<file path="config.mk">
export PLATFORM = sky130hd
export DESIGN_NAME = rst_seq_top
export DESIGN_NICKNAME = d
export VERILOG_FILES = /design/src/rtl/rst_seq_pkg.sv /design/src/rtl/rst_sync.sv /design/src/rtl/rst_seq_fsm.sv /design/src/rtl/wdt_lock.sv /design/src/rtl/rst_seq_top.sv
export SDC_FILE = /design/constraint.sdc
export NUM_CORES = 1
export LEC_CHECK = 0
export BUFFER_PORTS_ARGS = -buffer_cell sky130_fd_sc_hd__buf_4
export CAP_MARGIN = 20
export CORE_AREA = 2 2 39 41
export DETAILED_ROUTE_END_ITERATION = 16
export DIE_AREA = 0 0 41 43
export PLACE_DENSITY = 0.65
export SETUP_SLACK_MARGIN = 0.5
export SKIP_CTS_REPAIR_TIMING = 1
export SLEW_MARGIN = 10
export SYNTH_ARGS = -nofsm -noshare
export SYNTH_HDL_FRONTEND = slang
export SYNTH_SLANG_ARGS = --single-unit
export TNS_END_PERCENT = 30
</file>
<file path="constraint.sdc">
create_clock -name clk -period 2.8 [get_ports clk]
set_input_delay 0.84 -clock clk [delete_from_list [all_inputs] [get_ports clk]]
set_output_delay 0.84 -clock clk [all_outputs]
set_load 0.1 [all_outputs]
</file>
<file path="src/rtl/rst_seq_pkg.sv">
package rst_seq_pkg;

  typedef enum logic [2:0] {
    ST_HARD     = 3'd0,
    ST_OSC_WAIT = 3'd1,
    ST_RUN      = 3'd2,
    ST_WD_PULSE = 3'd3,
    ST_WD_HOLD  = 3'd4
  } seq_state_t;

endpackage

</file>
<file path="src/rtl/rst_sync.sv">
module rst_sync #(
  parameter int STAGES = 2
) (
  input  logic clk,
  input  logic clr,
  input  logic d,
  output logic q
);

  logic [STAGES-1:0] chain;

  generate
    if (STAGES == 1) begin : g_one
      always_ff @(posedge clk) begin
        if (clr) chain <= '0;
        else     chain <= d;
      end
    end else begin : g_many
      always_ff @(posedge clk) begin
        if (clr) chain <= '0;
        else     chain <= {chain[STAGES-2:0], d};
      end
    end
  endgenerate

  assign q = chain[STAGES-1];

endmodule

</file>
<file path="src/rtl/rst_seq_fsm.sv">
module rst_seq_fsm
  import rst_seq_pkg::*;
#(
  parameter int START_CYCLES = 4
) (
  input  logic clk,
  input  logic por_i,
  input  logic xres_i,
  input  logic wd_fire_i,
  output logic dev_rst_q,
  output logic cpu_rst_q,
  output logic wdt_clr_q,
  output logic run_o,
  output logic wd_evt_o
);

  localparam int CNT_W = (START_CYCLES > 1) ? $clog2(START_CYCLES) : 1;
  localparam logic [CNT_W-1:0] CNT_LAST = CNT_W'(START_CYCLES - 1);

  seq_state_t       state, nxt;
  logic [CNT_W-1:0] cnt, cnt_nxt;

  assign run_o    = (state == ST_RUN);
  assign wd_evt_o = run_o && wd_fire_i && !xres_i;

  always_comb begin
    nxt     = state;
    cnt_nxt = cnt;
    if (xres_i) begin
      nxt = ST_HARD;
    end else begin
      case (state)
        ST_HARD: begin
          nxt     = ST_OSC_WAIT;
          cnt_nxt = '0;
        end
        ST_OSC_WAIT: begin
          if (cnt == CNT_LAST) nxt = ST_RUN;
          else                 cnt_nxt = cnt + 1'b1;
        end
        ST_RUN:      if (wd_evt_o) nxt = ST_WD_PULSE;
        ST_WD_PULSE: nxt = ST_WD_HOLD;
        ST_WD_HOLD:  nxt = ST_RUN;
        default:     nxt = ST_HARD;
      endcase
    end
  end

  always_ff @(posedge clk) begin
    if (por_i) begin
      state     <= ST_HARD;
      cnt       <= '0;
      dev_rst_q <= 1'b1;
      cpu_rst_q <= 1'b1;
      wdt_clr_q <= 1'b1;
    end else begin
      state     <= nxt;
      cnt       <= cnt_nxt;
      dev_rst_q <= (nxt == ST_HARD) || (nxt == ST_WD_PULSE);
      cpu_rst_q <= (nxt != ST_RUN);
      wdt_clr_q <= (nxt == ST_HARD);
    end
  end

  // one-cycle device pulse, two-cycle CPU hold
  a_r9_wd_shape: assert property (@(posedge clk) disable iff (por_i || xres_i)
    wd_evt_o |=> (dev_rst_q && cpu_rst_q) ##1 (!dev_rst_q && cpu_rst_q) ##1 !cpu_rst_q);

  // CPU release never precedes device release
  a_r5_cpu_after_dev: assert property (@(posedge clk) disable iff (por_i || xres_i)
    $fell(cpu_rst_q) |-> (!dev_rst_q && $past(!dev_rst_q)));

  // watchdog sequence leaves the counter clear low
  a_r10_no_clear: assert property (@(posedge clk) disable iff (por_i || xres_i)
    wd_evt_o |=> !wdt_clr_q);

endmodule

</file>
<file path="src/rtl/wdt_lock.sv">
module wdt_lock (
  input  logic clk,
  input  logic por_i,
  input  logic xres_i,
  input  logic run_i,
  input  logic wd_evt_i,
  input  logic wr_i,
  input  logic wdata_i,
  output logic en_q,
  output logic cold_q,
  output logic wdrs_q
);

  logic hard;
  assign hard = por_i || xres_i;

  always_ff @(posedge clk) begin
    if (hard) begin
      en_q   <= 1'b0;
      cold_q <= 1'b1;
      wdrs_q <= 1'b0;
    end else if (wd_evt_i) begin
      wdrs_q <= 1'b1;
    end else if (wr_i && run_i && !wdata_i) begin
      en_q   <= 1'b1;
      cold_q <= 1'b0;
    end
  end

  // enable is sticky outside hard reset
  a_r7_lock_sticky: assert property (@(posedge clk) disable iff (hard)
    en_q |=> en_q);

  // watchdog reset keeps the cold-start bit
  a_r10_cold_kept: assert property (@(posedge clk) disable iff (hard)
    wd_evt_i |=> $stable(cold_q));

endmodule

</file>
<file path="src/rtl/rst_seq_top.sv">
module rst_seq_top #(
  parameter int START_CYCLES = 4,
  parameter int SYNC_STAGES  = 2
) (
  input  logic clk,
  input  logic por_coarse_i,
  input  logic por_fine_i,
  input  logic ext_rst_i,
  input  logic wdt_expire_i,
  input  logic ctrl_wr_i,
  input  logic ctrl_cold_wdata_i,
  output logic dev_rst_o,
  output logic cpu_rst_o,
  output logic osc_pd_o,
  output logic bg_trim_rst_o,
  output logic trim_rst_o,
  output logic wdt_clr_o,
  output logic wdt_en_o,
  output logic stat_cold_o,
  output logic stat_wdt_o
);

  logic por_any, xres_s, run, wd_evt;
  logic dev_q, cpu_q, clr_q;

  assign por_any = por_coarse_i | por_fine_i;

  rst_sync #(.STAGES(SYNC_STAGES)) u_xsync (
    .clk (clk),
    .clr (por_any),
    .d   (ext_rst_i),
    .q   (xres_s)
  );

  rst_seq_fsm #(.START_CYCLES(START_CYCLES)) u_fsm (
    .clk       (clk),
    .por_i     (por_any),
    .xres_i    (xres_s),
    .wd_fire_i (wdt_expire_i && wdt_en_o),
    .dev_rst_q (dev_q),
    .cpu_rst_q (cpu_q),
    .wdt_clr_q (clr_q),
    .run_o     (run),
    .wd_evt_o  (wd_evt)
  );

  wdt_lock u_lock (
    .clk      (clk),
    .por_i    (por_any),
    .xres_i   (xres_s),
    .run_i    (run),
    .wd_evt_i (wd_evt),
    .wr_i     (ctrl_wr_i),
    .wdata_i  (ctrl_cold_wdata_i),
    .en_q     (wdt_en_o),
    .cold_q   (stat_cold_o),
    .wdrs_q   (stat_wdt_o)
  );

  assign dev_rst_o     = dev_q | por_any;
  assign cpu_rst_o     = cpu_q | por_any;
  assign wdt_clr_o     = clr_q | por_any;
  assign osc_pd_o      = por_any;
  assign bg_trim_rst_o = por_coarse_i;
  assign trim_rst_o    = por_any;

  // power-on forces all resets at once
  a_r1_por_forces: assert property (@(posedge clk)
    (por_coarse_i || por_fine_i) |-> (dev_rst_o && cpu_rst_o && wdt_clr_o));

  // oscillator keeps running through a watchdog reset
  a_r2_osc_on_wd: assert property (@(posedge clk) disable iff (por_any)
    wd_evt |=> !osc_pd_o);

endmodule

</file>
==> run summary <==
STATUS
-----------------------------------------------------------------------------------------
Status                                                                       complete, no violations

CRITICAL PATH
-----------------------------------------------------------------------------------------
Crit path max-delay cell type                                                sky130_fd_sc_hd__or3_4
Kind of start point of the critical path                                     primary input
CP required                                                                       1.96 ns
Most Frequent Cell on Critical Path                                          sky130_fd_sc_hd__buf_12
Critical path's largest stage delay                                               0.37 ns
Worst endpoint data arrival time                                                  1.50 ns
Maximum net fanout on the critical path                                                 8
Type of the worst setup path                                                    in -> out
Critical Path Sink Type                                                      primary output
Cells traversed along the worst timing path                                  buf_12 -> or3_4 -> buf_12
Critical register-to-register path startpoint                                u_fsm.state[1]
Worst setup path start                                                       por_coarse_i

TIMING
-----------------------------------------------------------------------------------------
Final Skew                                                                    0.007921 ns
Worst-margin pin slew                                                           0.3630 ns
Tmin final                                                                       2.338 ns
F_max                                                                           427.8 MHz
Crit share post-route                                                              83.49%
Relative slew margins                                                              75.67%
Unrepaired setup endpoints after global routing                                      true
Number of endpoints failing setup at the final stage                                    0
Setup_tns                                                                            0 ns
Final hold viol count                                                                   0
Fin. max-slew vios                                                                      0

DRT
-----------------------------------------------------------------------------------------
Per-cell via count in the routed design                                             5.124
First drt pass iteration count                                                          2
Total routed wirelength                                                           1108 um
Average routed wire per standard cell                                            12.45 um
Iteration-0 DRC Markers                                                                11
Total via count after detailed routing                                                456
Number of design rule violations left after detail routing                              0
Count of nets left with antenna violations after detail routing                         0

SYNTH
-----------------------------------------------------------------------------------------
Top FF cell, synth                                                           sky130_fd_sc_hd__dfxtp_1
Register area share after synthesis                                                48.37%
Syn avg cell area                                                               9.607 um2
Net Count, Synth                                                                       64
Post-Synthesis Cell Area                                                        538.0 um2
Synthesis warning total                                                                 0
Proportion of register bits with asynchronous set or reset after synthesis             0%
EDFF count, synth                                                                       0
Flop and latch count out of synthesis                                                  13
Number of distinct library cells after synthesis                                       24
Syn Inst Count                                                                         56

DIE
-----------------------------------------------------------------------------------------
Core area                                                                    0.001384 mm2
Die Outline Area                                                             0.001763 mm2
Height of the die                                                                   43 um
Die width                                                                           41 um
Starting Density                                                                   38.88%
Rows                                                                                   14
Top-level I/O count                                                                    16

GRT
-----------------------------------------------------------------------------------------
GRT Total Usage                                                                    13.52%
First-pass GRT wire length                                                        1614 um
GR Overflow Total                                                                       0
Global routing's busiest layer                                                       met2
Via count of the first global-routing pass                                            426
GRT met3 Usage                                                                     5.236%
Routing usage on met1                                                              15.69%
Number of antenna violations at the first check in global routing                       0
Pin count of the biggest net entering global routing                                   10
Met2 demand-to-capacity share in global routing                                    20.94%

CTS
-----------------------------------------------------------------------------------------
H-tree depth                                                                            1
Buffer levels on the longest clock path                                                 2
Sink Count                                                                             13
Clock slew at the register clock pins of the worst setup and hold paths           0.09 ns
CTS tree                                                                            built
Number of buffers created by CTS                                                        3
Clock root buffer                                                            sky130_fd_sc_hd__clkbuf_4
Insertion delay of the later-clocked pin in the worst-skew pair                   0.28 ns

POWER
-----------------------------------------------------------------------------------------
Static leakage                                                                  0.3096 nW
Maximum ir drop on the vdd rail                                               0.0002164 V
Power density over cell area                                                 470.3 mW/mm2

FINAL LAYOUT
-----------------------------------------------------------------------------------------
Final cell count without fillers                                                       89
Commonest cells after routing, fill and taps aside                           sky130_fd_sc_hd__dfxtp_1, sky130_fd_sc_hd__buf_4, sky130_fd_sc_hd__o21a_1, sky130_fd_sc_hd__nand2_1, sky130_fd_sc_hd__buf_12
Ratio of cells with drive above 1 in the final layout                              38.36%
Count of antenna diodes in the layout                                                   0
Layout Area Growth over Synthesis                                                  43.26%
Count of fill cells added during filler insertion                                     130
Number of nets in the layout                                                           82
Commonest non-fill, non-tap cell in the layout                               sky130_fd_sc_hd__dfxtp_1

JOB
-----------------------------------------------------------------------------------------
Number of max-cap violations                                                            0

MIN PATH
-----------------------------------------------------------------------------------------
Worst hold path startpoint                                                   u_xsync.chain[0]
Hold Crit Class                                                                reg -> reg

PLACED DESIGN
-----------------------------------------------------------------------------------------
Cell Count Post-Placement                                                              85
Routability cong.                                                                  0.7457
Port Buf Inserts                                                                       15
DP HPWL                                                                          792.2 um

synth_stat cells (all sizes together) (2+ instances only):
cell type  instances  area (um2)
a21oi              2       10.01
and2               2       12.51
buf                2       15.01
dfxtp             13       260.3
nand2              4       15.01
nand3b             3       22.52
nor2               4       15.01
nor3               2       15.01
nor3b              2       20.02
o21a               4       30.03
o21ai              2       10.01
o22ai              2       12.51
or3                5       31.28
power by group:
part / switching (W) / internal (W) / leakage (nW)
combinational: 0.0000347 / 0.0000207 / 0.186
sequential: 0.00000292 / 0.000188 / 0.106
clock: 0.0000627 / 0.0000529 / 0.0177
total: 0.000100 / 0.000262 / 0.310
worst max-delay path, delay by kind of cell:
| family | cells | cell delay (ns) |
|---|---|---|
| and+or+nand+nor | 1 | 0.37 |
| buffers and inverters | 2 | 0.28 |
worst paths after layout:
kind	end	cells after the start	slack [ns]
worst min register to register	u_xsync.chain[1]	1	0.45
worst min-delay path	u_xsync.chain[1]	1	0.45
worst max register to register	u_lock.cold_q	3	1.52
worst max-delay path	dev_rst_o	3	0.46
metrics by stage:
| step | worst slack (ns) | hold slack (ns) | instance area, um2 | total power, W | utilization (%) |
|---|---|---|---|---|---|
| finish | 0.4624 | 0.4533 | 770.7 | 0.0003624 | 55.70 |
| floorplan | 0.1592 | 0.4057 | 561.8 | 0.0002318 | - |
| CTS | 0.3719 | 0.4402 | 694.4 | 0.0003585 | 50.18 |
| global route | 0.4501 | 0.4843 | 770.7 | 0.0003768 | 55.70 |
| detailed placement | 0.3723 | 0.4283 | 666.9 | 0.0002440 | 48.19 |
| global placement | 0.3741 | 0.4296 | 666.9 | 0.0002436 | 48.19 |
routing by layer:
metal	up-vias	wire length, um
li1	232	-
met1	208	490
met2	16	556
met3	0	61
met4	0	0
met5	-	0
sequential cells by signal, indices dropped and copies added, names as in the netlist:
| name | count |
|---|---|
| u_fsm.cnt | 2 |
| u_lock.cold_q | 1 |
| u_fsm.cpu_rst_q | 1 |
| u_fsm.dev_rst_q | 1 |
| u_fsm.wdt_clr_q | 1 |
| u_fsm.state | 3 |
| u_lock.wdrs_q | 1 |
| u_lock.en_q | 1 |
| u_xsync.chain | 2 |
area by class of cell:
cell class / count / area [um2] / area share (%)
multi-input combinational: 40 / 281.5 / 36.53
sequential: 13 / 260.3 / 33.77
timing repair buffer: 15 / 173.9 / 22.56
clock buffer: 3 / 22.52 / 2.922
tap: 16 / 20.02 / 2.597
inverter: 1 / 7.507 / 0.9740
clock inverter: 1 / 5.005 / 0.6494
logic make-up after synthesis:
family                   count (synthesis)  share of synthesized area, %
adder cells (fa/ha/maj)                  1                         2.325
AO/OA/AOI/OAI                           13                         15.58
buffers and inverters                    3                         3.487
AND/OR/NAND/NOR                         26                         30.23
flip-flops                              13                         48.37
Power figures use the tool's default switching activity.
